<file path="src/rtl/flash_rd_pkg.sv">
// Shared constants and the sequencer state type for the chunked flash reader.
// Assumes a flash that accepts the plain 0x03 read with a 3-byte address.
package flash_rd_pkg;
    localparam int          HDR_BYTES = 4;      // command byte plus three address bytes
    localparam int          FADDR_W   = 24;     // flash address width
    localparam logic [7:0]  RD_CMD    = 8'h03;  // plain read opcode

    typedef enum logic [2:0] {
        ST_IDLE,
        ST_OPEN,
        ST_XFER,
        ST_CLOSE,
        ST_GAP,
        ST_FINISH
    } seq_state_t;
endpackage

</file>
<file path="src/rtl/flash_rd_planner.sv">
// Chunk planner: holds the running flash address, destination base and
// remaining length of a request, and offers the size of the next chunk.
// Assumes LEN_W is wider than the chunk-size field.
module flash_rd_planner
    import flash_rd_pkg::*;
#(
    parameter int DST_W     = 32,
    parameter int LEN_W     = 24,
    parameter int MAX_CHUNK = 60,
    parameter int CHUNK_W   = $clog2(MAX_CHUNK + 1)
) (
    input  logic               clk,
    input  logic               rst_n,
    input  logic               load,
    input  logic [FADDR_W-1:0] src_in,
    input  logic [DST_W-1:0]   dst_in,
    input  logic [LEN_W-1:0]   len_in,
    input  logic               advance,
    output logic [FADDR_W-1:0] flash_addr,
    output logic [DST_W-1:0]   dst_base,
    output logic [CHUNK_W-1:0] chunk_len,
    output logic               last_chunk
);
    logic [LEN_W-1:0] remain;

    // Next chunk size: the remainder when it fits, otherwise the cap.
    always_comb begin
        last_chunk = (remain <= LEN_W'(MAX_CHUNK));
        chunk_len  = last_chunk ? remain[CHUNK_W-1:0] : CHUNK_W'(MAX_CHUNK);
    end

    // Latch a new request, or step all three counters past a finished chunk.
    always_ff @(posedge clk) begin
        if (!rst_n) begin
            remain     <= '0;
            flash_addr <= '0;
            dst_base   <= '0;
        end else if (load) begin
            remain     <= len_in;
            flash_addr <= src_in;
            dst_base   <= dst_in;
        end else if (advance) begin
            remain     <= remain - LEN_W'(chunk_len);
            flash_addr <= flash_addr + FADDR_W'(chunk_len);
            dst_base   <= dst_base + DST_W'(chunk_len);
        end
    end
endmodule

</file>
<file path="src/rtl/flash_rd_shifter.sv">
// Mode-0 byte shifter: on go it clocks one byte out on MOSI and in from
// MISO, MSB first, with SCK_HALF system cycles per SCK phase. SCK stays low
// whenever no byte is in flight, so withholding go stalls the serial clock.
module flash_rd_shifter #(
    parameter int SCK_HALF = 2,
    parameter int DIV_W    = (SCK_HALF > 1) ? $clog2(SCK_HALF) : 1
) (
    input  logic       clk,
    input  logic       rst_n,
    input  logic       go,
    input  logic [7:0] tx_byte,
    input  logic       miso,
    output logic       sck,
    output logic       mosi,
    output logic       active,
    output logic       fin,
    output logic [7:0] rx_byte
);
    logic [7:0]       tx_sr;
    logic [7:0]       rx_sr;
    logic [2:0]       bit_cnt;
    logic [DIV_W-1:0] div_cnt;

    assign mosi    = tx_sr[7];
    assign rx_byte = rx_sr;

    // Phase sequencer: rise samples MISO, fall advances MOSI or ends the byte.
    always_ff @(posedge clk) begin
        if (!rst_n) begin
            tx_sr   <= '0;
            rx_sr   <= '0;
            bit_cnt <= '0;
            div_cnt <= '0;
            sck     <= 1'b0;
            active  <= 1'b0;
            fin     <= 1'b0;
        end else begin
            fin <= 1'b0;
            if (go && !active) begin
                tx_sr   <= tx_byte;
                bit_cnt <= '0;
                div_cnt <= '0;
                active  <= 1'b1;
            end else if (active) begin
                if (div_cnt == DIV_W'(SCK_HALF - 1)) begin
                    div_cnt <= '0;
                    if (!sck) begin
                        sck   <= 1'b1;
                        rx_sr <= {rx_sr[6:0], miso};
                    end else begin
                        sck <= 1'b0;
                        if (bit_cnt == 3'd7) begin
                            active <= 1'b0;
                            fin    <= 1'b1;
                        end else begin
                            bit_cnt <= bit_cnt + 3'd1;
                            tx_sr   <= {tx_sr[6:0], 1'b0};
                        end
                    end
                end else begin
                    div_cnt <= div_cnt + DIV_W'(1);
                end
            end
        end
    end
endmodule

</file>
<file path="src/rtl/flash_rd_gap_timer.sv">
// Deselect timer: a load pulse starts a countdown of GAP_CYCLES; expired is
// high once the count has run out. Assumes GAP_CYCLES >= 1.
module flash_rd_gap_timer #(
    parameter int GAP_CYCLES = 50,
    parameter int CNT_W      = $clog2(GAP_CYCLES + 1)
) (
    input  logic clk,
    input  logic rst_n,
    input  logic load,
    output logic expired
);
    logic [CNT_W-1:0] count;

    assign expired = (count == '0);

    // Reload on request, otherwise count down to zero and hold.
    always_ff @(posedge clk) begin
        if (!rst_n) begin
            count <= '0;
        end else if (load) begin
            count <= CNT_W'(GAP_CYCLES);
        end else if (count != '0) begin
            count <= count - CNT_W'(1);
        end
    end
endmodule

</file>
<file path="src/rtl/flash_chunk_reader.sv">
// Chunked serial flash read sequencer. Copies length bytes from flash
// address src_addr to dst_addr. Each chunk of at most MAX_CHUNK bytes is one
// chip-select transaction: 0x03, three address bytes, then payload. Header
// receive bytes are dropped, payload goes out on a one-deep valid/ready
// register. A payload byte is launched only when that register is empty, so
// back-pressure stalls SCK instead of overrunning. Assumes wr_ready may drop
// at any time and that the flash needs no dummy cycles.
module flash_chunk_reader
    import flash_rd_pkg::*;
#(
    parameter int DST_W      = 32,
    parameter int LEN_W      = 24,
    parameter int MAX_CHUNK  = 60,
    parameter int GAP_CYCLES = 50,
    parameter int SCK_HALF   = 2
) (
    input  logic               clk,
    input  logic               rst_n,
    input  logic               start,
    input  logic [FADDR_W-1:0] src_addr,
    input  logic [DST_W-1:0]   dst_addr,
    input  logic [LEN_W-1:0]   length,
    output logic               busy,
    output logic               done,
    output logic               spi_cs_n,
    output logic               spi_sck,
    output logic               spi_mosi,
    input  logic               spi_miso,
    output logic               wr_valid,
    input  logic               wr_ready,
    output logic [DST_W-1:0]   wr_addr,
    output logic [7:0]         wr_data
);
    localparam int CHUNK_W = $clog2(MAX_CHUNK + 1);
    localparam int IDX_W   = $clog2(MAX_CHUNK + HDR_BYTES + 1);

    seq_state_t         state;
    logic [IDX_W-1:0]   idx;
    logic [IDX_W-1:0]   total;
    logic               inflight;
    logic               launch;
    logic [7:0]         tx_byte;
    logic               out_valid;
    logic [7:0]         out_data;
    logic [DST_W-1:0]   out_addr;
    logic               done_q;
    logic               cs_q;

    logic [FADDR_W-1:0] flash_addr;
    logic [DST_W-1:0]   dst_base;
    logic [CHUNK_W-1:0] chunk_len;
    logic               last_chunk;
    logic               sh_active;
    logic               sh_fin;
    logic [7:0]         sh_rx;
    logic               gap_expired;
    logic               plan_load;
    logic               plan_advance;
    logic               gap_load;

    flash_rd_planner #(
        .DST_W     (DST_W),
        .LEN_W     (LEN_W),
        .MAX_CHUNK (MAX_CHUNK)
    ) u_plan (
        .clk        (clk),
        .rst_n      (rst_n),
        .load       (plan_load),
        .src_in     (src_addr),
        .dst_in     (dst_addr),
        .len_in     (length),
        .advance    (plan_advance),
        .flash_addr (flash_addr),
        .dst_base   (dst_base),
        .chunk_len  (chunk_len),
        .last_chunk (last_chunk)
    );

    flash_rd_shifter #(
        .SCK_HALF (SCK_HALF)
    ) u_shift (
        .clk     (clk),
        .rst_n   (rst_n),
        .go      (launch),
        .tx_byte (tx_byte),
        .miso    (spi_miso),
        .sck     (spi_sck),
        .mosi    (spi_mosi),
        .active  (sh_active),
        .fin     (sh_fin),
        .rx_byte (sh_rx)
    );

    flash_rd_gap_timer #(
        .GAP_CYCLES (GAP_CYCLES)
    ) u_gap (
        .clk     (clk),
        .rst_n   (rst_n),
        .load    (gap_load),
        .expired (gap_expired)
    );

    // Control strobes for the planner and the gap timer.
    always_comb begin
        plan_load    = (state == ST_IDLE) && start && (length != '0);
        plan_advance = (state == ST_CLOSE);
        gap_load     = (state == ST_CLOSE) && !last_chunk;
    end

    // Bytes clocked in this chunk, and the launch rule that stalls SCK.
    always_comb begin
        total  = IDX_W'(chunk_len) + IDX_W'(HDR_BYTES);
        launch = (state == ST_XFER) && !inflight && !sh_active &&
                 ((idx < IDX_W'(HDR_BYTES)) || !out_valid);
    end

    // Header framing: opcode, then the address high byte first, then filler.
    always_comb begin
        case (idx)
            IDX_W'(0): tx_byte = RD_CMD;
            IDX_W'(1): tx_byte = flash_addr[23:16];
            IDX_W'(2): tx_byte = flash_addr[15:8];
            IDX_W'(3): tx_byte = flash_addr[7:0];
            default:   tx_byte = 8'h00;
        endcase
    end

    // Request sequencer: chunk open, byte exchange, close, gap and finish.
    always_ff @(posedge clk) begin
        if (!rst_n) begin
            state     <= ST_IDLE;
            idx       <= '0;
            inflight  <= 1'b0;
            out_valid <= 1'b0;
            out_data  <= '0;
            out_addr  <= '0;
            done_q    <= 1'b0;
            cs_q      <= 1'b1;
        end else begin
            done_q <= 1'b0;
            if (out_valid && wr_ready) begin
                out_valid <= 1'b0;
            end
            if (launch) begin
                inflight <= 1'b1;
            end
            case (state)
                ST_IDLE: begin
                    if (start) begin
                        if (length == '0) begin
                            done_q <= 1'b1;
                        end else begin
                            state <= ST_OPEN;
                        end
                    end
                end
                ST_OPEN: begin
                    cs_q  <= 1'b0;
                    idx   <= '0;
                    state <= ST_XFER;
                end
                ST_XFER: begin
                    if (sh_fin) begin
                        inflight <= 1'b0;
                        idx      <= idx + IDX_W'(1);
                        if (idx >= IDX_W'(HDR_BYTES)) begin
                            out_valid <= 1'b1;
                            out_data  <= sh_rx;
                            out_addr  <= dst_base + DST_W'(idx - IDX_W'(HDR_BYTES));
                        end
                        if (idx == total - IDX_W'(1)) begin
                            state <= ST_CLOSE;
                        end
                    end
                end
                ST_CLOSE: begin
                    cs_q  <= 1'b1;
                    state <= last_chunk ? ST_FINISH : ST_GAP;
                end
                ST_GAP: begin
                    if (gap_expired) begin
                        state <= ST_OPEN;
                    end
                end
                ST_FINISH: begin
                    if (!out_valid) begin
                        done_q <= 1'b1;
                        state  <= ST_IDLE;
                    end
                end
                default: state <= ST_IDLE;
            endcase
        end
    end

    assign busy     = (state != ST_IDLE);
    assign done     = done_q;
    assign spi_cs_n = cs_q;
    assign wr_valid = out_valid;
    assign wr_addr  = out_addr;
    assign wr_data  = out_data;
endmodule

</file>
<file path="config.mk">
export PLATFORM = sky130hd
export DESIGN_NAME = flash_chunk_reader
export DESIGN_NICKNAME = d
export VERILOG_FILES = /design/src/rtl/flash_rd_pkg.sv /design/src/rtl/flash_rd_planner.sv /design/src/rtl/flash_rd_shifter.sv /design/src/rtl/flash_rd_gap_timer.sv /design/src/rtl/flash_chunk_reader.sv
export SDC_FILE = /design/constraint.sdc
export NUM_CORES = 1
export LEC_CHECK = 0
export BUFFER_PORTS_ARGS = -buffer_cell sky130_fd_sc_hd__buf_2
export CAP_MARGIN = 25
export CORE_MARGIN = 2
export CORE_UTILIZATION = 50
export CTS_BUF_LIST = sky130_fd_sc_hd__clkbuf_4 sky130_fd_sc_hd__clkbuf_8 sky130_fd_sc_hd__clkbuf_16
export DETAILED_ROUTE_END_ITERATION = 8
export PLACE_DENSITY_LB_ADDON = 0.2
export RECOVER_POWER = 50
export SETUP_SLACK_MARGIN = 0.05
export SLEW_MARGIN = 30
export SYNTH_ARGS = -nofsm -noshare
export SYNTH_HDL_FRONTEND = slang
export SYNTH_SLANG_ARGS = --single-unit
</file>
<file path="constraint.sdc">
create_clock -name clk -period 8.1 [get_ports clk]
set_input_delay 1.62 -clock clk [delete_from_list [all_inputs] [get_ports clk]]
set_output_delay 1.62 -clock clk [all_outputs]
set_load 0.1 [all_outputs]
</file>
# --- Word level (Yosys, flattened, before mapping) ---
# Cells that the tools add are included.
classes:
  n_mux: 45
  add_sub_neg: 11
  bitwise: 6
  n_reduce_logical: 37
  eq_ne: 17
  n_lt_le_gt_ge: 3
op_table:
  columns: ["cell", "count"]
  rows:
  - ["24-bit 2-to-1 mux", 4]
  - ["32-bit 2-to-1 mux", 2]
  - ["8-bit 2-to-1 mux", 5]
  - ["32-bit adder", 1]
  - ["32-bit by 6-bit adder with 32-bit output", 1]
  - ["8-bit one-hot mux with 4 select lines", 1]
  - ["24-bit by 6-bit adder with 24-bit output", 1]
  - ["24-bit by 6-bit <= comparator with 1-bit output, second input constant", 1]
  - ["24-bit zero test", 1]
  - ["24-bit nonzero test", 1]
  - ["24-bit by 6-bit subtractor with 24-bit output", 1]
  - ["1-bit 2-to-1 mux", 19]
  - ["3-bit 2-to-1 mux", 6]
  - ["6-bit 2-to-1 mux", 3]
  - ["3-bit one-hot mux with 6 select lines", 1]
  - ["7-bit by 2-bit equality test with 1-bit output, second input constant", 2]
  - ["7-bit one-hot mux with 2 select lines", 1]
  - ["2-bit nonzero test", 7]
  - ["4-bit AND reduction", 3]
  - ["3-bit equality test, second input constant", 3]
  - ["1-bit logical AND", 8]
  - ["2-bit inequality test, second input constant", 4]
  - ["7-bit by 3-bit subtractor with 8-bit output, second input constant", 1]
  - ["6-bit by 3-bit adder with 7-bit output, second input constant", 1]
  - ["other kinds (27)", 41]
totals:
  register_bits: 163
  elab_cells: 139

# --- Longest topological paths before layout ---
# Gate-level depths: netlist (run 1).
logic_depth:
  word_depth: 8
  depth_mapped: 20

# --- Modules after synthesis ---
# From an unflattened synthesis (run 1), not the netlist that was laid out.
unflattened:
  hier_cells: 1314
  area_unflattened_um2: 10650.2
modules_own_cells:
  columns: ["module", "area_each_um2", "cells_per_inst", "seq_area_each_um2", "n_inst"]
  rows:
  - ["flash_rd_planner", 5113.7, 621, 1601.5, 1]
  - ["flash_chunk_reader", 4252.8, 566, 1081.0, 1]
  - ["flash_rd_shifter", 989.7, 95, 460.4, 1]
  - ["flash_rd_gap_timer", 294.0, 32, 120.1, 1]

# --- Least setup slack after synthesis (run 1) ---
# Ideal clock, no wire load.
synth_timing:
  path_type: "register to register"
  start: "reg idx[5]"
  end: "reg out_addr[26], in the netlist wr_addr[26]"
  t_arrival_ns: 3.678
  slack_ns: 4.307
  setup_ns: 0.115
  n_path_buf: 1
  stages_incl_launch_ff: 13
  cell_sequence: "dfxtp_1 > clkbuf_1 > nor3_1 > and3_1 > ha_1 > a21o_1 > a2111oi_0 > or3_1 > a41oi_2 > and4_1 > or4_1 > and3_1 > o21a_1"
synth_via:
  elab_chain_cells: 2
  word_cells_on_any_way: 4
  cone_classes: "add/sub (2); order compare (1); reduce/logical (1)"
synth_lines:
  columns: ["item", "line", "text"]
  rows:
  - ["from (decl)", "flash_chunk_reader.sv:38", "logic [IDX_W-1:0] idx;"]
  - ["from (signal assigned)", "flash_chunk_reader.sv:165", "idx <= idx + IDX_W'(1);"]
  - ["7-bit by 3-bit subtractor with 8-bit output / 7-bit by 3-bit >= comparator with 1-bit output (equally long branches)", "flash_chunk_reader.sv:169, flash_chunk_reader.sv:166", null]
  - ["32-bit adder / 3-bit AND reduction (equally long branches)", null, null]
  - ["to (signal assigned)", "flash_chunk_reader.sv:169", "out_addr <= dst_base + DST_W'(idx - IDX_W'(HDR_BYTES));"]
  - ["to (decl)", "flash_chunk_reader.sv:45", "logic [DST_W-1:0] out_addr;"]
# Several ways; a longest one is shown, not always the timed one.
# A chain may end at the register's enable or synchronous reset.

# --- Final worst setup path (run 1) ---
layout_timing:
  start: "in rst_n"
  end: "reg done_q, in the netlist done"
layout_lines:
  columns: ["item", "line", "text"]
  rows:
  - ["from (decl)", "flash_chunk_reader.sv:18", "input logic rst_n,"]
  - ["to (signal assigned)", "flash_chunk_reader.sv:137", "done_q <= 1'b0;"]
  - ["to (signal assigned)", "flash_chunk_reader.sv:140", "done_q <= 1'b0;"]
  - ["to (signal assigned)", "flash_chunk_reader.sv:151", "done_q <= 1'b1;"]
  - ["to (decl)", "flash_chunk_reader.sv:46", "logic done_q;"]
# No word-level cell between the ends.

==> results of run 1 <==
==> sequential cells by signal, summed over array words and instances, names as in the netlist, 3 cells and up <==
register	count
idx	7
state	3
u_gap.count	6
u_plan.dst_base	32
u_plan.flash_addr	24
u_plan.remain	24
u_shift.bit_cnt	3
u_shift.rx_byte	8
u_shift.tx_sr	8
wr_addr	32
wr_data	8
==> tightest hold or removal path: stages, from the launching register on <==
cell and delay (ns):
dfxtp_1 0.31, inv_1 0.05, a21oi_1 0.05
==> logic make-up after synthesis <==
kind of cell / share of synthesized area
compound gates: 0.255
xor+xnor: 0.0524
fa+ha+maj: 0.0783
buf+inv: 0.0415
flops: 0.331
mux: 0.00532
other cells: 0.000380
simple gates: 0.237
==> stage by stage <==
stage,worst slack (ns),cells
after floorplan,4.31,1268
after global placement,3.50,1602
after detailed placement,3.57,1603
after CTS,3.58,1635
after global routing,2.09,1636
final,2.48,1636
==> layer usage <==
metal | global-route usage | wire, um
met1 | 0.363 | 12900
met2 | 0.437 | 12600
met3 | 0.0447 | 1710
met4 | 0.0807 | 487
met5 | 0 | 11
==> worst min path at each step <==
stage	end	slack, ns	cells after the start	startpoint
after floorplan	inflight	0.42	2	inflight
after global placement	inflight	0.43	2	inflight
after detailed placement	inflight	0.44	2	inflight
after CTS	inflight	0.45	2	inflight
after global routing	wr_addr[23]	0.47	2	wr_addr[23]
final	inflight	0.44	2	inflight
==> Yosys cell counts (all sizes together), types with 4 or more instances <==
| cell type | instances | area, um2 |
|---|---|---|
| nand2 | 167 | 629 |
| dfxtp | 163 | 3260 |
| a21oi | 158 | 806 |
| nor2 | 109 | 412 |
| o21ai | 62 | 310 |
| clkbuf | 58 | 218 |
| ha | 57 | 713 |
| nand3 | 51 | 255 |
| nor3 | 39 | 200 |
| xnor2 | 39 | 342 |
| inv | 34 | 128 |
| a31oi | 21 | 138 |
| o211ai | 21 | 163 |
| xor2 | 20 | 175 |
| a21o | 18 | 135 |
| a222oi | 17 | 170 |
| nor4 | 17 | 121 |
| or3 | 16 | 105 |
| nand4 | 15 | 93.8 |
| and3 | 14 | 87.6 |
| a22oi | 13 | 97.6 |
| o21a | 13 | 97.6 |
| a221oi | 11 | 96.3 |
| o22ai | 11 | 75.1 |
| a211oi | 10 | 75.1 |
| buf | 10 | 63.8 |
| and2 | 9 | 58.8 |
| nand2b | 7 | 51.3 |
| nand4b | 7 | 61.3 |
| nor2b | 6 | 37.5 |
| and4 | 5 | 43.8 |
| nor3b | 5 | 42.5 |
| o311ai | 5 | 43.8 |
| or2 | 5 | 31.3 |
| o21bai | 4 | 30.0 |
| or4 | 4 | 30.0 |
==> layout make-up <==
type,instances,share of cell area
antenna,1,0.000223
clock buffer,18,0.0392
inverter,34,0.0116
tap,265,0.0296
timing repair buffer,138,0.0597
multi-input combinational,1003,0.555
sequential,163,0.291
clock inverter,14,0.0136
==> power groups by stage <==
| stage | registers, mW | logic (mW) | clock network, mW |
|---|---|---|---|
| global placement | 0.990 | 0.849 | 0 |
| CTS | 0.975 | 0.864 | 0.837 |
| finish | 0.978 | 0.870 | 0.830 |
| floorplan | 0.973 | 0.681 | 0 |
| global route | 0.990 | 0.972 | 0.868 |
| detailed placement | 0.991 | 0.858 | 0 |
==> summary.md, run 1 <==
| Metric | Value |
|---|---|
| PwrDens | `239 nW/um2` |
| Critical Path End | `done` |
| H-tree depth | `4` |
| Rows | `51` |
| Final Max Slew Viols | `103` |
| Post-route cell area | `~11000 um2` |
| CP max-delay cell | `clkbuf_1` |
| Slew HR | `-0.907` |
| Post-route ant nets | `0` |
| Worst Setup SP | `rst_n` |
| Hold Path Class | `reg2reg` |
| Comb pwr share | `0.325` |
| Outcome | `complete, but fails checks` |
| Top Family by Delay on Critical Path | `buffers and inverters` |
| Max IR drop VDD | `around 160 uV` |
| WL per Instance | `~17 um` |
| Critical path data arrival time | `~5.8 ns` |
| Vias per cell | `5.98` |
| Mapped Nets | `roughly 1400` |
| Die H | `around 140 um` |
| Most frequent cells in the layout | `nand2_1, dfxtp_1, a21oi_1, nor2_1, buf_2` |
| Setup Viol. Count Final | `0` |
| Worst Reg-to-Reg Cells | `18` |
| Buf+Inv Stages, Crit Path | `3` |
| CTS Buf Count | `17` |
| Root Buffer | `clkbuf_16` |
| End of the worst register-to-register path | `u_plan.dst_base[10]` |
| Switching part of the total | `0.365` |
| Critical Path, Cell by Cell | `clkbuf_1 -> inv_4 -> clkbuf_1 -> nor3_1` |
| Die Span X | `144 um` |
| Initial core utilization | `0.509` |
| All-layer global routing usage | `0.267` |
| Global route overflow | `0` |
| Logic depth of the worst path, buffers included | `4` |
| Clock Power Share | `0.310` |
| Failing checks | `capacitance limit, slew limit` |
| Maximum achievable frequency | `roughly 0.18 GHz` |
| DRC | `0` |
| Yosys warning count | `0` |
| Syn Area/Cell | `7.78 um2` |
| CP peak stage delay | `2.09 ns` |
| Total core area | `19400 um2` |
| Iteration-0 DRC Markers | `802` |
| Setup crit end kind | `flop` |
| Flop pwr share | `0.365` |
| Dpl cell area | `10700 um2` |
| P_leak | `4.22 nW` |
| Initial antenna violation count | `2` |
| Core Util, Final | `0.578` |
| First-pass GRT wire length | `between 40 and 50 mm` |
| Cells after synthesis | `1268` |
| Distinct cells, synth | `77` |
| Most frequent CP cell | `clkbuf_1` |
| Overall Power | `roughly 2.7 mW` |
| WHS | `approximately 0.44 ns` |
| Hold Vio Cnt, Final | `0` |
| Vias in the first global route | `8787` |
| Ratio of cells with drive above 1 in the final layout | `0.114` |
| Setup repair bufs after CTS | `0` |
| Part of the cycle the worst path needs | `0.694` |
| Reg clk slew, reported paths | `0.06 ns` |
| EDFF count, synth | `0` |
| #FFs+latches synth | `163` |
| Post-DP HPWL | `between 15 and 20 mm` |
| Asr flop ratio synth | `0` |
| Largest net degree at the start of global routing | `71` |
| CP Data Required Time | `8.26 ns` |
| CTS Buffer Depth | `2` |
| Crit path max fanout | `70` |
| Worst-Margin Slew | `2.86 ns` |
| Post-CTS Hold Buffers | `0` |
| Filler cells | `1904` |
| Register area share after synthesis | `0.331` |
| Vias | `9781` |
| Post-cts sizing count | `0` |
| Area growth syn-to-layout | `13.6%` |
| Unrepaired setup endpoints after global routing | `no` |
| CTS Sinks | `163` |
| First-pass DRT Iterations | `8` |
| R2r startpoint | `u_plan.remain[12]` |
| Worst Path Class, Setup | `in2reg` |
| Maxcap violations | `2` |
| Min Tclk post-route | `5.62 ns` |
| Post-synth top flop | `dfxtp_1` |
| Final WL | `27.7 mm` |
| Synthesized area | `9870 um2` |
| Int Pwr | `1.70 mW` |
| Sequential Area | `3260 um2` |
| Commonest non-fill, non-tap cell in the layout | `nand2_1` |
| Setup tns final | `0 ns` |
| Area taken by multi-input logic gates | `around 6200 um2` |
| Net Sw Power | `around 980 uW` |
| CTS tree | `built` |
| Layout Skew | `0.00908 ns` |
| Clock Latency Late Sink | `around 0.44 ns` |
| Startpoint Class | `input pin` |
| Top-Level Pins | `131` |
| Final-stage net count | `1502` |
| Port Buffers | `130` |
| Die area | `20900 um2` |
| Reg-to-reg slack, setup | `3.55 ns` |
| RD Place Congestion | `0.915` |
Note: power is estimated with default switching activity, not from simulation.
==> run 2: changes to the inputs <==
- clock period: 8.1 -> 5.7 ns (I/O delays scaled with it)
==> run 2 against run 1 <==
The run still ends with capacitance limit, slew limit left. Global-route usage grew 0.29 points. Combinational power is 43% higher. Utilization shrank 0.16 points. Sequential power rose by 42%. Clock-buffer cell count down 1. Sequential share of layout area rose by 0.081 points. Routed wire length grew 0.19%. Die area unchanged. Via count is 1.4% lower. Clock power increased by 36%. Non-clock buffer count increased by 2. Largest cell class unchanged.
==> summary.md, run 2 (synthesis gave the netlist of run 1 again) <==
| Metric | Value |
|---|---|
| Outcome | `complete, but fails checks` |
| Failing checks | `capacitance limit, slew limit` |
| Worst Reg-to-Reg Cells | `18` |
| First-pass DRT Iterations | `7` |
| RD Place Congestion | `0.902` |
| Maximum achievable frequency | `0.215 GHz` |
| Hold Vio Cnt, Final | `0` |
| Worst Setup SP | `rst_n` |
| Top-Level Pins | `approximately 130` |
| Initial core utilization | `0.509` |
| HP Start | `inflight` |
| Setup Viol. Count Final | `0` |
| Maxcap violations | `2` |
| Root Buffer | `clkbuf_16` |
| R2r startpoint | `u_plan.remain[12]` |
| Int Pwr | `2.37 mW` |
| Overall Power | `between 3 and 4 mW` |
| Setup tns final | `0 ns` |
| Setup crit end kind | `flop` |
| Final WL | `27.8 mm` |
| Final Non-Filler Cells | `1637` |
| Ratio of cells with drive above 1 in the final layout | `0.114` |
| Reg clk slew, reported paths | `0.06 ns` |
| Final Max Slew Viols | `127` |
| Clock Latency Late Sink | `roughly 0.44 ns` |
| CP Data Required Time | `6.07 ns` |
| Critical path data arrival time | `5.02 ns` |
| Final-stage net count | `roughly 1500` |
| Flop pwr share | `0.369` |
| CTS tree | `built` |
| Initial antenna violation count | `0` |
| Post-DP HPWL | `just under 20 mm` |
| Net Sw Power | `1.40 mW` |
| Layout Skew | `0.00943 ns` |
| Switching part of the total | `0.371` |
| Part of the cycle the worst path needs | `0.817` |
| PwrDens | `336 nW/um2` |
| Total core area | `between 15000 and 20000 um2` |
| Min Tclk post-route | `approximately 4.7 ns` |
| Die H | `144 um` |
| Max IR drop VDD | `~200 uV` |
| CTS Sinks | `163` |
| Hold Path Class | `reg2reg` |
| Post-place setup slack | `roughly 1.4 ns` |
| CTS Buf Count | `17` |
| Post-CTS Hold Buffers | `0` |
| Startpoint Class | `input pin` |
| Hold Path Depth | `2` |
| Die Span X | `approximately 140 um` |
| Most frequent cells in the layout | `nand2_1, dfxtp_1, a21oi_1, nor2_1, buf_2` |
| Dpl cell area | `10700 um2` |
| Placed Instances | `1605` |
| Clock Power Share | `0.301` |
| Critical Path, Cell by Cell | `buf_2 -> clkbuf_1 -> inv_2 -> or3_1 -> mux2_2 -> nand3_1` |
| Slew HR | `-0.406` |
| Comb pwr share | `0.330` |
| Global route overflow | `0` |
| Rows | `51` |
| Vias per cell | `5.89` |
| Die area | `20900 um2` |
| WL per Instance | `17.0 um` |
| Setup slack after layout | `about 1.0 ns` |
| Iteration-0 DRC Markers | `roughly 780` |
| Filler cells | `1926` |
| Post-cts sizing count | `0` |
| DRC | `0` |
| Commonest non-fill, non-tap cell in the layout | `nand2_1` |
| Post-route cell area | `11200 um2` |
| CTS Buffer Depth | `2` |
| Post-route ant nets | `0` |
| P_leak | `between 4 and 5 nW` |
| H-tree depth | `4` |
| CP max-delay cell | `clkbuf_1` |
| Largest net degree at the start of global routing | `84` |
| Worst-Margin Slew | `~2.1 ns` |
| Unrepaired setup endpoints after global routing | `no` |
| First-pass GRT wire length | `45.0 mm` |
| Vias in the first global route | `8869` |
| Area growth syn-to-layout | `13.3%` |
| Setup repair bufs after CTS | `0` |
| Worst Path Class, Setup | `in2reg` |
| All-layer global routing usage | `0.270` |
| Vias | `9644` |
| # diodes | `0` |
| Crit path max fanout | `83` |
| CP peak stage delay | `about 1.5 ns` |
| Port Buffers | `between 100 and 150` |
run 2: metal layers:
metal / global-route usage / up-vias / routed length (um) / part of all wire
li1: - / 4823 / - / -
met1: 0.360 / 4492 / 12900 / 0.46
met2: 0.452 / 295 / 13100 / 0.47
met3: 0.0457 / 34 / 1410 / 0.051
met4: 0.0766 / 0 / 438 / 0.016
met5: 0 / - / 0 / 0
run 2: area by class of cell:
cell class / count / area, um2 / share of cell area
Multi-Input combinational cell: 1003 / 6220 / 0.556
Sequential cell: 163 / 3260 / 0.292
Clock buffer: 17 / 425 / 0.0380
Timing Repair Buffer: 140 / 664 / 0.0594
Clock inverter: 15 / 148 / 0.0132
Tap cell: 265 / 332 / 0.0297
Inverter: 34 / 128 / 0.0114
run 2: metrics by stage:
stage                     hold WS, ns   util
final                           0.446  0.576
after global routing            0.473  0.576
after CTS                       0.443  0.580
after detailed placement        0.433  0.550
after global placement          0.426  0.550
after floorplan                 0.417      -
run 2: power groups by stage:
stage          clock [mW]  combinational (mW)  sequential (mW)
6_report             1.13                1.24             1.39
3_3_place_gp            0                1.21             1.41
4_1_cts              1.14                1.23             1.39
2_1_floorplan           0               0.968             1.38
3_5_place_dp            0                1.23             1.41
5_1_grt              1.19                1.39             1.41
run 2: worst paths after layout:
path,slack (ns),endpoint
worst min register to register,0.45,inflight
worst min-delay path,0.45,inflight
worst max-delay path,1.05,wr_addr[17]
worst max register to register,1.29,u_plan.dst_base[16]
run 2: critical path, delay by kind of cell:
kind / cells / cell delay, ns
buffers and inverters: 3 / 2.86
muxes: 1 / 0.27
and+or+nand+nor: 2 / 0.72
